File: src/rtl/xbus_ctrl.sv
module xbus_ctrl #(
  parameter int ADDR_W      = 16,
  parameter int DATA_W      = 8,
  parameter int DATA_CYC    = 2,
  parameter int STRETCH_CYC = 2
) (
  input  logic              clk,
  input  logic              rst_n,
  input  logic              req_valid,
  input  logic              req_write,
  input  logic [ADDR_W-1:0] req_addr,
  input  logic [DATA_W-1:0] req_wdata,
  input  logic              req_data_space,
  input  logic              stretch_en,
  output logic              req_ready,
  output logic              done,
  output logic [DATA_W-1:0] rdata,
  output logic [ADDR_W-DATA_W-1:0] addr_hi,
  output logic [DATA_W-1:0] ad_out,
  output logic              ad_oe,
  input  logic [DATA_W-1:0] ad_in,
  output logic              as_n,
  output logic              ds_n,
  output logic              bus_rd,
  output logic              dm_n
);
  localparam int MAX_D = DATA_CYC + STRETCH_CYC;
  localparam int CNT_W = $clog2(MAX_D + 1);
  localparam logic [CNT_W-1:0] LAST_S = CNT_W'(DATA_CYC - 1);
  localparam logic [CNT_W-1:0] LAST_L = CNT_W'(MAX_D - 1);

  typedef enum logic [2:0] {S_IDLE, S_ASU, S_ASL, S_FLT, S_DAT, S_FIN} st_t;

  st_t               st;
  logic [CNT_W-1:0]  cnt;
  logic [ADDR_W-1:0] a_q;
  logic [DATA_W-1:0] wd_q, rd_q;
  logic              wr_q, dsp_q, long_q;
  logic              busy, dat_last, addr_ph, wdrive;

  assign busy     = (st != S_IDLE);
  assign dat_last = (cnt == (long_q ? LAST_L : LAST_S));
  assign addr_ph  = (st == S_ASU) || (st == S_ASL);
  assign wdrive   = wr_q && ((st == S_FLT) || (st == S_DAT) || (st == S_FIN));

  assign req_ready = !busy;
  assign done      = (st == S_FIN);
  assign as_n      = (st != S_ASL);
  assign ds_n      = (st != S_DAT);
  assign bus_rd    = !(busy && wr_q);
  assign dm_n      = !(busy && dsp_q);
  assign ad_oe     = addr_ph || wdrive;
  assign ad_out    = addr_ph ? a_q[DATA_W-1:0] : wd_q;
  assign addr_hi   = a_q[ADDR_W-1:DATA_W];
  assign rdata     = rd_q;

  always_ff @(posedge clk or negedge rst_n) begin
    if (!rst_n) begin
      st     <= S_IDLE;
      cnt    <= '0;
      a_q    <= '0;
      wd_q   <= '0;
      rd_q   <= '0;
      wr_q   <= 1'b0;
      dsp_q  <= 1'b0;
      long_q <= 1'b0;
    end else begin
      case (st)
        S_IDLE: if (req_valid) begin
          st     <= S_ASU;
          a_q    <= req_addr;
          wd_q   <= req_wdata;
          wr_q   <= req_write;
          dsp_q  <= req_data_space;
          long_q <= stretch_en;
        end
        S_ASU: st <= S_ASL;
        S_ASL: st <= S_FLT;
        S_FLT: begin
          st  <= S_DAT;
          cnt <= '0;
        end
        S_DAT: begin
          cnt <= cnt + 1'b1;
          if (dat_last) begin
            st <= S_FIN;
            if (!wr_q) rd_q <= ad_in;
          end
        end
        default: st <= S_IDLE;
      endcase
    end
  end

  assert_strobe_excl_R5: assert property (@(posedge clk) disable iff (!rst_n)
    !(!as_n && !ds_n));
  assert_ds_after_gap_R4: assert property (@(posedge clk) disable iff (!rst_n)
    $fell(ds_n) |-> $past(as_n) && $past(ds_n));
  assert_done_pulse_R10: assert property (@(posedge clk) disable iff (!rst_n)
    done |=> !done && req_ready);
  assert_rw_stable_R9: assert property (@(posedge clk) disable iff (!rst_n)
    (!ds_n || done) |-> $stable(bus_rd));
  assert_dm_stable_R8: assert property (@(posedge clk) disable iff (!rst_n)
    (!ds_n || done) |-> $stable(dm_n));
  assert_take_once_R2: assert property (@(posedge clk) disable iff (!rst_n)
    (req_valid && req_ready) |=> !req_ready && !as_n == 1'b0);
  assert_addr_hold_R3: assert property (@(posedge clk) disable iff (!rst_n)
    $rose(as_n) |-> $stable(addr_hi));
endmodule

File: config.mk
export PLATFORM = sky130hd
export DESIGN_NAME = xbus_ctrl
export DESIGN_NICKNAME = d
export VERILOG_FILES = /design/src/rtl/xbus_ctrl.sv
export SDC_FILE = /design/constraint.sdc
export NUM_CORES = 1
export LEC_CHECK = 0
export BUFFER_PORTS_ARGS = -buffer_cell sky130_fd_sc_hd__buf_2
export CAP_MARGIN = 10
export CORE_MARGIN = 1.5
export CORE_UTILIZATION = 49
export CTS_CLUSTER_DIAMETER = 30
export DETAILED_ROUTE_END_ITERATION = 7
export PLACE_DENSITY_LB_ADDON = 0.3
export RECOVER_POWER = 50
export SYNTH_ARGS = -nofsm -noshare
export SYNTH_HDL_FRONTEND = slang
export SYNTH_SLANG_ARGS = --single-unit
File: constraint.sdc
create_clock -name clk -period 1.9 [get_ports clk]
set_input_delay 0.285 -clock clk [delete_from_list [all_inputs] [get_ports clk]]
set_output_delay 0.285 -clock clk [all_outputs]
set_load 0.02 [all_outputs]
Word-level counts from Yosys, hierarchy flattened. Index checks and enable logic that the tools add are counted.

Bits in registers: 41. Output and inout port bits: 31. Input bits: 38.

Reductions and logical operators: 16. Multiplexer cells: 6. Eq/ne operators: 10. Bitwise operators: 1. Add/sub/neg operators: 1.

Operators by type and width (number): $pmux W3 S5 (1); $mux W8 (1); $eq A3 B2 Y1 const B (2); $eq A3 B3 Y1 const B (2); $mux W3 (2); $pmux W3 S2 (1); $logic_or A1 B1 Y1 (4); $ne A2 B2 Y1 const B (2); $reduce_and A2 Y1 (2); $add A3 B1 Y3 const B (1); $eq A3 B1 Y1 const B (1); $eq A3 B2 Y1 (1); $logic_and A1 B1 Y1 (3); $logic_not A1 Y1 (3); $logic_not A3 Y1 (1); $ne A3 B2 Y1 const B (1); $ne A3 B3 Y1 const B (1); $reduce_and A3 Y1 (1); $reduce_bool A3 Y1 (1); $mux W2 (1); $reduce_bool A2 Y1 (1); $not A1 Y1 (1).

Depth between registers and ports, before layout.
Word-level depth: 5. Mapped depth: 7.

Worst setup path after synthesis. No wires, ideal clock.

Kind: reg2reg. Start point: reg st[2]. End point: reg a_q[0]. Library setup time: 125 ps. Arrival: 1688 ps. Clock period less this slack: 1813 ps. Slack: 87 ps. Stages on the path, launching flop included: 8. Path through: dfrtp_1 > buf_6 > or3_4 > inv_2 > and2_4 > buf_12 > buf_12 > mux2_4.

Cells in the longest elaborated chain, start to end: 2.

Ends and longest elaborated chain: start: declaration (line 34) `st_t st;`; start signal: assignment (line 59) `st <= S_IDLE;`; start signal: assignment (line 70) `st <= S_ASU;`; start signal: assignment (line 77) `S_ASU: st <= S_ASL;`; $logic_not A3 Y1 (line 68) `case (st)`; $reduce_and A2 Y1 (no line); end signal: assignment (line 71) `a_q <= req_addr;`; end: declaration (line 36) `logic [ADDR_W-1:0] a_q;`.

Every way passes these cells. A chain may end at the register's enable or synchronous reset.

Final worst setup path.
Start point: reg st[0]. End point: out ad_out[2].

Cells in the longest elaborated chain, start to end: 3.

Ends and longest elaborated chain: $eq A3 B1 Y1 / $eq A3 B2 Y1 (equally long branches) (line 43) `assign addr_ph = (st == S_ASU) || (st == S_ASL);`; $logic_or A1 B1 Y1 * (line 43); $mux W8 * (line 53) `assign ad_out = addr_ph ? a_q[DATA_W-1:0] : wd_q;`; end: declaration (line 19) `output logic [DATA_W-1:0] ad_out,`.

Every way passes the cells marked *; elsewhere a longest branch is shown, timed or not.

==> impl_metrics.json <==
{
  "post-route-period-util_pct": 98.9,
  "power.leakage_nw": 1.17,
  "end_kind": "primary output",
  "power_switching_mw": 1.78,
  "path_max_fanout": 9,
  "htree_levels": 2,
  "p_clk_share_pct": 15.0,
  "drive_gt1_share_pct": 61.0,
  "dr.pass1.iters": 4,
  "holdCritPathClass": "input pin to register",
  "cts.sinks": 41,
  "grt_max_degree": 20,
  "setup_slack_ns": 0.0203,
  "dp.cells": 240,
  "synth_area_um2": 1930,
  "tightest_slew_ns": 0.905,
  "clkSlewWorstSetupHoldPaths_ns": 0.08,
  "fin_cells": 253,
  "fmax_ghz": 0.532,
  "status": "complete, no violations",
  "ys_seq_area_share_pct": 53.1,
  "p_seq_share_pct": 33.0,
  "cp-start-kind": "register",
  "nNetsFinal": 243,
  "drv_slew": 0,
  "hold_viol_final": 0,
  "comb_power_share_pct": 52.0,
  "place_congestion": 0.788,
  "wire_per_inst_um": 14.9,
  "fin_util_pct": 65.4,
  "syn-num-nets": 169,
  "swShare_pct": 37.3,
  "setup_viol": 0,
  "wl_mm": 3.77,
  "finalCriticalPeriod_ns": 1.88,
  "viasPerCell": 4.95,
  "rsz0062_at_grt": "yes",
  "dieArea_um2": 4330,
  "vdd_drop_max_uv": 957,
  "core_region_area_um2": 3720,
  "drt_iter0_drc": 87,
  "maxCapViolCount": 0,
  "port-buffer-count": 68,
  "internal-power_mw": 2.98,
  "synth_edf_count": 0,
  "grt_usage_pct": 19.1,
  "syn_avg_cell_area_um2": 14.9,
  "finalClockSkew_ns": 0.00740,
  "slew_headroom_pct": 39.7,
  "criticalPathCategory": "register to primary output",
  "die_w_um": 65.8,
  "diodes": 0,
  "ios": 69,
  "grt_pass1_vias": 1306,
  "grt_pass1_wl_mm": 6.12,
  "pre_cts_ws_ns": 0.125,
  "area_growth_pct": 25.7,
  "ant_nets": 0,
  "yosysUniqueCellTypes": 27,
  "crit_required_ns": 1.62,
  "place_hpwl_mm": 2.79,
  "worst_hold_slack_ns": 0.220,
  "worstPathCellList": "xnor2_1 -> nor2_2 -> buf_6 -> mux2_2 -> buf_2",
  "cts_buffer_depth": 2,
  "vias": 1252,
  "cts-buffers-inserted": 5,
  "cp.arrival_ns": 1.59,
  "die-height_um": 65.8,
  "setup_tns_ns": 0,
  "start_util_pct": 52.0,
  "ys_warn_count": 0,
  "crit_slowest_cell": "dfrtp_2",
  "std_cell_rows": 22,
  "cellPowerDensity_nw_per_um2": 1960,
  "async_flop_share_pct": 100,
  "drc_errors": 0,
  "cts_tree": "yes",
  "grt.overflow.total": 0,
  "synth_cells": 130,
  "yosys_most_used_dff": "dfrtp_1",
  "insertion_delay_ns": 0.29,
  "critPathMaxStageDelay_ns": 0.42,
  "antenna_found_initial": 0,
  "ys_ff_latch": 41,
  "cts-root-buf": "clkbuf_8"
}
[worst max-delay path: cells and delay by family (launching register included)]
family / cells / cell delay, ns
flops: 1 / 0.42
simple gates: 1 / 0.09
mux: 1 / 0.34
xor+xnor: 1 / 0.14
buf+inv: 2 / 0.31
[stage by stage]
step	instance area (um^2)	power [mW]
finish	2430	4.76
floorplan	1930	3.44
CTS	2430	4.80
global placement	2270	3.90
detailed placement	2270	4.00
global route	2430	5.04
[routing by layer]
metal	part of all wire (%)	vias up	track usage, %
li1	-	587	-
met1	39	620	23.2
met2	53	37	32.3
met3	6.2	8	5.45
met4	1.9	0	7.03
met5	0	-	0
[repair_timing]
action	CTS	global route
setup endpoints to repair	8	24
buffers inserted	3	1
gates resized for setup	3	0
hold buffers	1	0
hold endpoints to repair	4	0
[power groups by stage]
stage	sequential [mW]	clock (mW)	combinational, mW
finish	1.57	0.716	2.47
detailed placement	1.60	0	2.40
floorplan	1.61	0	1.83
global route	1.62	0.768	2.65
CTS	1.56	0.732	2.50
global placement	1.56	0	2.34
[cell usage in the layout, fill, tap and decap left out, drive strengths merged]
master / instances
buf: 66
mux2: 43
dfrtp: 41
clkbuf: 20
nand2: 5
o21ai: 5
inv: 4
nor2b: 3
xnor2: 2
nor2: 2
nor3b: 1
or3: 1
and3b: 1
nand2b: 1
a21oi: 1
and2: 1
nand4b: 1
nand3b: 1
nor3: 1
a211oi: 1
mux2i: 1
ha: 1
bufinv: 1
dlygate4sd3: 1
[state kept, by name (all words and copies together), names as in the netlist]
| register | cells |
|---|---|
| wr_q | 1 |
| rdata | 8 |
| cnt | 3 |
| wd_q | 8 |
| a_q | 16 |
| st | 3 |
| dsp_q | 1 |
| long_q | 1 |
[cells by family after synthesis]
kind of cell	synth area share, %
muxes	29.5
AOI/OAI and AO/OA	1.94
xor gates and xnor gates	0.906
DFF	53.1
adders and majority gates	0.647
and+or+nand+nor	6.15
buffers and inverters	7.83
[final timing paths]
check	startpoint	end	slack (ns)	depth (start not counted)
worst max-delay path	st[0]	ad_out[2]	0.02	5
worst min-delay path	req_addr[2]	a_q[2]	0.22	2
worst max register to register	st[0]	wd_q[3]	0.10	6
worst min register to register	a_q[13]	a_q[13]	0.51	1
max in group asynchronous	rst_n	st[1]	0.33	3
min in group asynchronous	rst_n	a_q[2]	0.39	2
[cells in the mapped netlist (2+ instances only)]
master / n / area share (%)
dfrtp_1: 41 / 53
mux2_2: 23 / 13
mux2_4: 20 / 16
buf_4: 8 / 3.1
nand2_1: 5 / 0.97
o21ai_0: 5 / 1.3
buf_12: 3 / 3.1
inv_1: 3 / 0.58
nor2b_1: 3 / 0.97
xnor2_1: 2 / 0.91
[area by class of cell]
cell class / count / area, um^2
multi-input cells: 72 / 756
clock inverters: 1 / 30.0
repair buffers: 80 / 454
well taps: 48 / 60.1
fillers: 301 / 1290
inverters: 4 / 15.0
clock buffers: 7 / 86.3
flip-flops and latches: 41 / 1030
Note: power is estimated with default switching activity, not from simulation.
